===== config.mk =====
export PLATFORM = sky130hd
export DESIGN_NAME = pulse_burst_gate
export DESIGN_NICKNAME = d
export VERILOG_FILES = /design/src/rtl/burst_pkg.sv /design/src/rtl/tick_divider.sv /design/src/rtl/frame_prescaler.sv /design/src/rtl/burst_counter.sv /design/src/rtl/pulse_burst_gate.sv
export SDC_FILE = /design/constraint.sdc
export NUM_CORES = 1
export LEC_CHECK = 0
export ABC_CLOCK_PERIOD_IN_PS = 4800
export BUFFER_PORTS_ARGS = -buffer_cell sky130_fd_sc_hd__buf_2
export CAP_MARGIN = 20
export CORE_MARGIN = 2
export CORE_UTILIZATION = 50
export CTS_BUF_LIST = sky130_fd_sc_hd__clkbuf_4
export DETAILED_ROUTE_END_ITERATION = 10
export PLACE_DENSITY = 0.68
export SLEW_MARGIN = 0
export SYNTH_ARGS = -nofsm -noshare
export SYNTH_HDL_FRONTEND = slang
export SYNTH_SLANG_ARGS = --single-unit

===== constraint.sdc =====
create_clock -name clk -period 4.8 [get_ports clk]
set_input_delay 0.96 -clock clk [delete_from_list [all_inputs] [get_ports clk]]
set_output_delay 0.96 -clock clk [all_outputs]
set_load 0.01 [all_outputs]

===== src/rtl/burst_pkg.sv =====
package burst_pkg;

    localparam int PRE_STAGES = 12;
    localparam int LEN_W      = 4;
    localparam int MAX_BURST  = 9;

    typedef enum logic [1:0] {
        TAP_SHORT   = 2'd0,
        TAP_NOMINAL = 2'd1,
        TAP_LONG    = 2'd2,
        TAP_ALT     = 2'd3
    } tap_e;

    // Burst length actually used: zero becomes one, anything past the limit saturates
    function automatic logic [LEN_W-1:0] clamp_len(input logic [LEN_W-1:0] raw);
        if (raw == '0)
            return LEN_W'(1);
        else if (raw > LEN_W'(MAX_BURST))
            return LEN_W'(MAX_BURST);
        else
            return raw;
    endfunction

endpackage


===== src/rtl/tick_divider.sv =====
module tick_divider #(
    parameter int FAST_DIV = 50000,
    parameter int SLOW_DIV = 100000
) (
    input  logic clk,
    input  logic rst,
    input  logic fast_i,
    input  logic slow_i,
    output logic tick_o
);
    localparam int DIV_MAX = (FAST_DIV > SLOW_DIV) ? FAST_DIV : SLOW_DIV;
    localparam int CW      = (DIV_MAX > 2) ? $clog2(DIV_MAX) : 1;
    localparam logic [CW-1:0] FAST_LIM = CW'(FAST_DIV - 1);
    localparam logic [CW-1:0] SLOW_LIM = CW'(SLOW_DIV - 1);

    typedef struct packed {
        logic [CW-1:0] cnt;
        logic          tick;
    } div_st_t;

    div_st_t st_d, st_q;
    logic [CW-1:0] lim;
    logic          active;

    always_comb begin
        st_d   = st_q;
        active = fast_i | slow_i;
        lim    = fast_i ? FAST_LIM : SLOW_LIM;
        st_d.tick = active && (st_q.cnt == lim);
        if (!active)
            st_d.cnt = '0;
        else if (st_q.cnt >= lim)
            st_d.cnt = '0;
        else
            st_d.cnt = st_q.cnt + 1'b1;
    end

    always_ff @(posedge clk) begin
        if (rst)
            st_q <= '0;
        else
            st_q <= st_d;
    end

    assign tick_o = st_q.tick;

    // with divisors of two or more, a tick never repeats on the next cycle
    assert_tick_gap_R2: assert property (@(posedge clk) disable iff (rst)
        st_q.tick |=> !st_q.tick);

endmodule


===== src/rtl/frame_prescaler.sv =====
module frame_prescaler
    import burst_pkg::*;
#(
    parameter int STAGES        = PRE_STAGES,
    parameter int NOMINAL_STAGE = 10
) (
    input  logic clk,
    input  logic rst,
    input  logic tick_i,
    input  tap_e tap_i,
    output logic frame_o
);
    localparam logic [STAGES-1:0] MASK_SHORT = STAGES'((64'd1 << (NOMINAL_STAGE - 1)) - 64'd1);
    localparam logic [STAGES-1:0] MASK_NOM   = STAGES'((64'd1 << NOMINAL_STAGE) - 64'd1);
    localparam logic [STAGES-1:0] MASK_LONG  = STAGES'((64'd1 << (NOMINAL_STAGE + 1)) - 64'd1);

    typedef struct packed {
        logic [STAGES-1:0] pre;
    } pre_st_t;

    pre_st_t st_d, st_q;
    logic [STAGES-1:0] mask;

    always_comb begin
        case (tap_i)
            TAP_SHORT: mask = MASK_SHORT;
            TAP_LONG:  mask = MASK_LONG;
            default:   mask = MASK_NOM;
        endcase
        st_d = st_q;
        if (tick_i)
            st_d.pre = st_q.pre + 1'b1;
        frame_o = tick_i && ((st_q.pre & mask) == mask);
    end

    always_ff @(posedge clk) begin
        if (rst)
            st_q <= '0;
        else
            st_q <= st_d;
    end

    // the prescaler advances by exactly one on each tick
    assert_pre_step_R4: assert property (@(posedge clk) disable iff (rst)
        tick_i |=> st_q.pre == $past(st_q.pre) + 1'b1);

    // between ticks the prescaler does not move
    assert_pre_hold_R4: assert property (@(posedge clk) disable iff (rst)
        !tick_i |=> $stable(st_q.pre));

endmodule


===== src/rtl/burst_counter.sv =====
module burst_counter
    import burst_pkg::*;
(
    input  logic             clk,
    input  logic             rst,
    input  logic             tick_i,
    input  logic             frame_i,
    input  logic [LEN_W-1:0] len_i,
    output logic             burst_o
);
    typedef struct packed {
        logic [LEN_W-1:0] cnt;
        logic             out;
    } cnt_st_t;

    cnt_st_t st_d, st_q;
    logic [LEN_W-1:0] len_eff;

    always_comb begin
        len_eff   = clamp_len(len_i);
        st_d      = st_q;
        st_d.out  = 1'b0;
        if (frame_i) begin
            st_d.cnt = '0;
        end else if (tick_i && (st_q.cnt < len_eff)) begin
            st_d.cnt = st_q.cnt + 1'b1;
            st_d.out = 1'b1;
        end
    end

    always_ff @(posedge clk) begin
        if (rst)
            st_q <= '0;
        else
            st_q <= st_d;
    end

    assign burst_o = st_q.out;

    // a frame boundary always leaves the counter empty
    assert_frame_clears_R5: assert property (@(posedge clk) disable iff (rst)
        frame_i |=> st_q.cnt == '0);

    // every output pulse is one clock wide
    assert_single_pulse_R7: assert property (@(posedge clk) disable iff (rst)
        st_q.out |=> !st_q.out);

    // the count never runs past the longest burst
    assert_len_bound_R6: assert property (@(posedge clk) disable iff (rst)
        st_q.out |-> (st_q.cnt >= LEN_W'(1)) && (st_q.cnt <= LEN_W'(MAX_BURST)));

endmodule


===== src/rtl/pulse_burst_gate.sv =====
module pulse_burst_gate
    import burst_pkg::*;
#(
    parameter int FAST_DIV      = 50000,
    parameter int SLOW_DIV      = 100000,
    parameter int NOMINAL_STAGE = 10
) (
    input  logic             clk,
    input  logic             rst,
    input  logic             rate_fast_req_n,
    input  logic             rate_slow_req_n,
    input  logic             dir_up_req_n,
    input  logic             dir_down_req_n,
    input  logic [1:0]       frame_tap_sel,
    input  logic [LEN_W-1:0] burst_len,
    output logic             burst_tick,
    output logic             dir_up
);
    typedef struct packed {
        logic dir;
    } dir_st_t;

    dir_st_t st_d, st_q;
    logic    base_tick;
    logic    frame_hit;

    tick_divider #(
        .FAST_DIV (FAST_DIV),
        .SLOW_DIV (SLOW_DIV)
    ) u_div (
        .clk    (clk),
        .rst    (rst),
        .fast_i (!rate_fast_req_n),
        .slow_i (!rate_slow_req_n),
        .tick_o (base_tick)
    );

    frame_prescaler #(
        .STAGES        (PRE_STAGES),
        .NOMINAL_STAGE (NOMINAL_STAGE)
    ) u_pre (
        .clk     (clk),
        .rst     (rst),
        .tick_i  (base_tick),
        .tap_i   (tap_e'(frame_tap_sel)),
        .frame_o (frame_hit)
    );

    burst_counter u_cnt (
        .clk     (clk),
        .rst     (rst),
        .tick_i  (base_tick),
        .frame_i (frame_hit),
        .len_i   (burst_len),
        .burst_o (burst_tick)
    );

    always_comb begin
        st_d = st_q;
        if (!dir_down_req_n)
            st_d.dir = 1'b0;
        else if (!dir_up_req_n)
            st_d.dir = 1'b1;
    end

    always_ff @(posedge clk) begin
        if (rst)
            st_q <= '{dir: 1'b1};
        else
            st_q <= st_d;
    end

    assign dir_up = st_q.dir;

    // a down request wins on the following edge
    assert_dir_down_R8: assert property (@(posedge clk) disable iff (rst)
        !dir_down_req_n |=> !dir_up);

    // an up request alone drives the level high
    assert_dir_up_R8: assert property (@(posedge clk) disable iff (rst)
        (!dir_up_req_n && dir_down_req_n) |=> dir_up);

    // with no rate request, nothing reaches the output two cycles later
    assert_idle_quiet_R3: assert property (@(posedge clk) disable iff (rst)
        (rate_fast_req_n && rate_slow_req_n) |=> ##1 !burst_tick);

endmodule


## Word level (Yosys, flattened, before mapping)

Index checks and enable logic that the tools add are counted.

- Register bits after elaboration: 36
- Bits of input ports: 12
- Output and inout bits: 2
- Logic and storage cells: 35

- Add/subtract/negate cells: 3
- $lt $le $gt $ge: 3
- Equal/unequal tests: 4
- Mux-type cells: 7
- Bitwise gates (word level): 3
- Reductions and logical operators: 9

Operator list:

| operator | number |
|---|---|
| 11-bit case mux with 2 select lines | 1 |
| 17-bit by 1-bit adder with 17-bit output (second input constant) | 1 |
| 17-bit equality test | 1 |
| 17-bit >= comparator | 1 |
| 17-bit 2-to-1 mux | 1 |
| 12-bit by 1-bit adder with 12-bit output (second input constant) | 1 |
| 12-bit by 11-bit bitwise AND with 12-bit output | 1 |
| 12-bit by 11-bit equality test with 1-bit output | 1 |
| 4-bit 2-to-1 mux | 2 |
| 4-bit by 1-bit adder with 4-bit output (second input constant) | 1 |
| 4-bit greater-than comparator (second input constant) | 1 |
| 4-bit zero test | 1 |
| 4-bit less-than comparator | 1 |
| 1-bit logical AND | 3 |
| 1-bit 2-to-1 mux | 3 |
| 3-bit OR reduction | 1 |
| 2-bit equality test (second input constant) | 1 |
| 1-bit zero test | 2 |
| 2-bit zero test | 1 |
| 2-bit inequality test (second input constant) | 1 |
| 2-bit OR reduction | 1 |
| 1-bit NOT | 1 |
| 1-bit bitwise OR | 1 |

## Depth between registers and ports, before layout

- Depth after elaboration: 6
- Gate-level depth with buffers: 7

## Modules after synthesis

A second synthesis with hierarchy kept.

- Cells, all modules: 228
- Area, all modules: 2109.5 µm²

Modules (own cells, without submodules):

| module | instances | cells each | area an instance (µm²) | sequential area each (µm²) |
|---|---|---|---|---|
| tick_divider | 1 | 112 | 1133.6 | 360.3 |
| frame_prescaler | 1 | 56 | 506.7 | 220.2 |
| burst_counter | 1 | 55 | 427.9 | 100.1 |
| pulse_burst_gate | 1 | 5 | 41.3 | 20.0 |

## Least setup slack after synthesis

No wires, ideal clock.

- Kind: input to register
- Start: in rate_fast_req_n
- End: reg u_div.st_q[5] (netlist bit)
- Library setup time: 0.123 ns
- Arrival: 2.306 ns
- Setup slack: 2.371 ns
- Stages: 7
- Buffers on the path: 1
- Path through: inv_1 ha_1 nand3_2 or4_4 a21oi_4 buf_6 nor3_1

- Longest elaborated chain between the ends: 4
- Elaborated cells on any way between the ends: 6

Ends and longest elaborated chain:

| what | line | text |
|---|---|---|
| from (decl) | pulse_burst_gate.sv:10 | `input logic rate_fast_req_n,` |
| parallel branches: the longest is 3 deep, another holds 17-bit >= comparator | n/a |  |
| 3-bit OR reduction (no line) * | n/a |  |
| to (signal assigned) | tick_divider.sv:42 | `st_q <= st_d;` |
| to (decl) | tick_divider.sv:21 | `div_st_t st_d, st_q;` |

Every way passes the cells marked *.
A chain may end at the register's enable or synchronous reset.

## Final worst setup path

- Start: in rate_fast_req_n
- End: reg u_div.st_q[7] (netlist bit)

The elaborated chain is that of the path after synthesis.

==> flow_summary.ini <==
[synthesis]
ys.flop_type = dfxtp_1
async_reset_ff_share_pct = 0
ys.warnings.count = 0
synth_seq_cells = 35
synth_cells = 200
synth_area_um2 = 1840
synth_nets = 225
yosys.cell_types.count = 42
synth-seq-area-share_pct = 38.0
syn_area_per_cell_um2 = 9.22
synth_enable_flop_cells = 0

[routing]
wl_per_cell_um = 13.5
num_vias = 1496
drtAntennaViolNets = 0
vias_per_cell = 5.71
drc = 0
drt-initial-drc-count = 57
first_pass_iters = 4
wirelength_mm = 3.53

[pwr]
p_leak_nw = 0.737
p_clk_share_pct = 45.2
p_sw_mw = 0.115
total_power_mw = 0.586
swShare_pct = 19.6
ir_drop_mv = 0.251
p_int_mw = 0.471
power.density_nw_per_um2 = 290
seq_power_share_pct = 50.3
combinationalPowerShare_pct = 4.5

[critical_path]
timing.rr.start = u_div.st_q[15]$_SDFF_PP0_
cp.required_ns = 5.01
r2r_slack_ns = 2.89
startpoint_type = input port
rr_worst_depth = 5
critPathKind = in2reg
r2r-end = u_div.st_q[7]$_SDFF_PP0_
endpoint_kind = flop
arrival_ns = 2.66
worst-path-max-fanout = 13

[floorplanning]
fp.dieH_um = 64.7
design.die.area_um2 = 4190
coreArea_um2 = 3610
num_io_pins = 14
die_w_um = 64.7
start_util_pct = 51.1
rows = 22

[sta]
rsz0062_at_grt = no
finalCriticalPeriod_ns = 2.45
slew_headroom_pct = 64.9
drv_slew = 0
fmax_mhz = 408
hold_violations = 0
finalCritPeriodShare_pct = 51.0
hold_ws_ns = 0.516
fin_tns_setup_ns = 0
final-setup-viol-count = 0
worstMarginPinSlew_ns = 0.526
fin_skew_ns = 0.0140

[global_routing]
grt_max_degree = 16
grt_usage_pct = 19.4
first_global_vias = 1485
antenna_found_initial = 0
grt_overflow = 0
grt_pass1_wl_mm = 6.31

[clock_network]
clkTransAtPathRegs_ns = 0.11
insertion_delay_ns = 0.33
cts_root_buf = clkbuf_4
cts_max_level = 2
cts.path.max_buffers = 2
cts-resized-gates = 0
holdBufCountCts = 0
cts_tree = yes
cts.sinks = 35
cts_made_buffers = 5
cts_setup_buffers = 0

[min_path]
hold_class = reg2reg
holdPathStages = 2
min-delay-start = u_cnt.st_q[3]$_SDFFE_PP0P_
worst_hold_path.endpoint = u_cnt.st_q[3]$_SDFFE_PP0P_

[final_layout]
fin_cells = 262
areaGrowthSynthToFinish_pct = 9.71
fin_area_um2 = 2020
final_common_cell = dfxtp_1
num_antenna_cells = 0
fillerInstances = 323
final_net_count = 238
final_cell_mix = dfxtp_1 (35), nor3_1 (22), nor2_1 (15), xnor2_1 (14)
layout-drive-gt1-share_pct = 15.0

[placed_design]
place_inst = 254
placed_cell_area_um2 = 1920
dp_hpwl_mm = 2.63
gp_congestion = 0.839
numPortBuffers = 13

[outcome]
status = complete, no violations

[flow_run]
cap_violations = 0
-- metal layers --
metal | wire length (µm) | track usage (%)
met5 | 0 | 0
met4 | 30 | 6.65
met3 | 159 | 5.73
met2 | 1840 | 35.2
met1 | 1500 | 21.3
-- metrics by stage --
step / util [%] / setup WS, ns
2_1_floorplan: - / 2.37
3_3_place_gp: 53.2 / 2.09
3_5_place_dp: 53.2 / 1.97
4_1_cts: 56.1 / 2.35
5_1_grt: 56.1 / 2.25
6_report: 56.1 / 2.35
-- registers in the layout, indices dropped and copies added (netlist names) --
signal         flops
u_div.tick_o       1
u_cnt.burst_o      1
u_cnt.st_q         4
u_pre.st_q        11
dir_up             1
u_div.st_q        17
-- area by class of cell --
cell class	count	area (µm²)	area share, %
tap	48	60.1	2.97
inverter	8	30.0	1.49
clock inverter	2	60.1	2.97
clock buffer	6	45.0	2.23
sequential	35	701	34.7
timing repair buffer	13	65.1	3.22
multi-input combinational	150	1060	52.5
-- synthesized netlist by cell type, types with 2 or more instances --
cell type / number / share of area [%]
a21o_1: 2 / 0.81
a21oi_1: 5 / 1.4
and3_1: 2 / 0.68
and4_1: 4 / 1.9
buf_2: 2 / 0.54
buf_6: 3 / 1.8
clkbuf_1: 2 / 0.41
dfxtp_1: 35 / 38
ha_1: 13 / 8.8
inv_1: 8 / 1.6
nand2_1: 10 / 2.0
nand3_1: 12 / 3.3
nand4_1: 7 / 2.4
nor2_1: 15 / 3.1
nor3_1: 22 / 6.0
nor4_1: 4 / 1.4
o21ai_0: 6 / 1.6
xnor2_1: 14 / 6.7
xor2_1: 11 / 5.2
-- worst max-delay path: stages --
cell	delay (ns)
buf_2	0.15
inv_1	0.12
ha_1	0.33
nand3_2	0.10
or4_4	0.56
a21oi_4	0.34
nor3_1	0.11
-- worst max-delay path by stage --
stage	start	endpoint	slack, ns	cells after the start
after floorplan	rate_fast_req_n	u_div.st_q[5]$_SDFF_PP0_	2.37	7
after global placement	rate_fast_req_n	u_div.st_q[7]$_SDFF_PP0_	2.09	7
after detailed placement	rate_fast_req_n	u_div.st_q[7]$_SDFF_PP0_	1.97	7
after CTS	rate_fast_req_n	u_div.st_q[7]$_SDFF_PP0_	2.35	7
after global routing	rate_fast_req_n	u_div.st_q[7]$_SDFF_PP0_	2.25	7
final	rate_fast_req_n	u_div.st_q[7]$_SDFF_PP0_	2.35	7
-- logic make-up after synthesis --
| group | share of synthesized area (%) |
|---|---|
| adder cells (fa/ha/maj) | 8.83 |
| buffers and inverters | 4.41 |
| AND/OR/NAND/NOR | 27.0 |
| flip-flops | 38.0 |
| XOR/XNOR | 11.9 |
| AO/OA/AOI/OAI | 9.37 |
| multiplexers | 0.543 |
-- power groups by stage --
| stage | clock (mW) | sequential (mW) | combinational, mW |
|---|---|---|---|
| floorplan | 0 | 0.301 | 0.0167 |
| global placement | 0 | 0.301 | 0.0250 |
| detailed placement | 0 | 0.301 | 0.0267 |
| CTS | 0.271 | 0.294 | 0.0269 |
| global route | 0.285 | 0.295 | 0.0303 |
| finish | 0.265 | 0.295 | 0.0266 |
No activity file was read; power rests on OpenSTA's default activity.
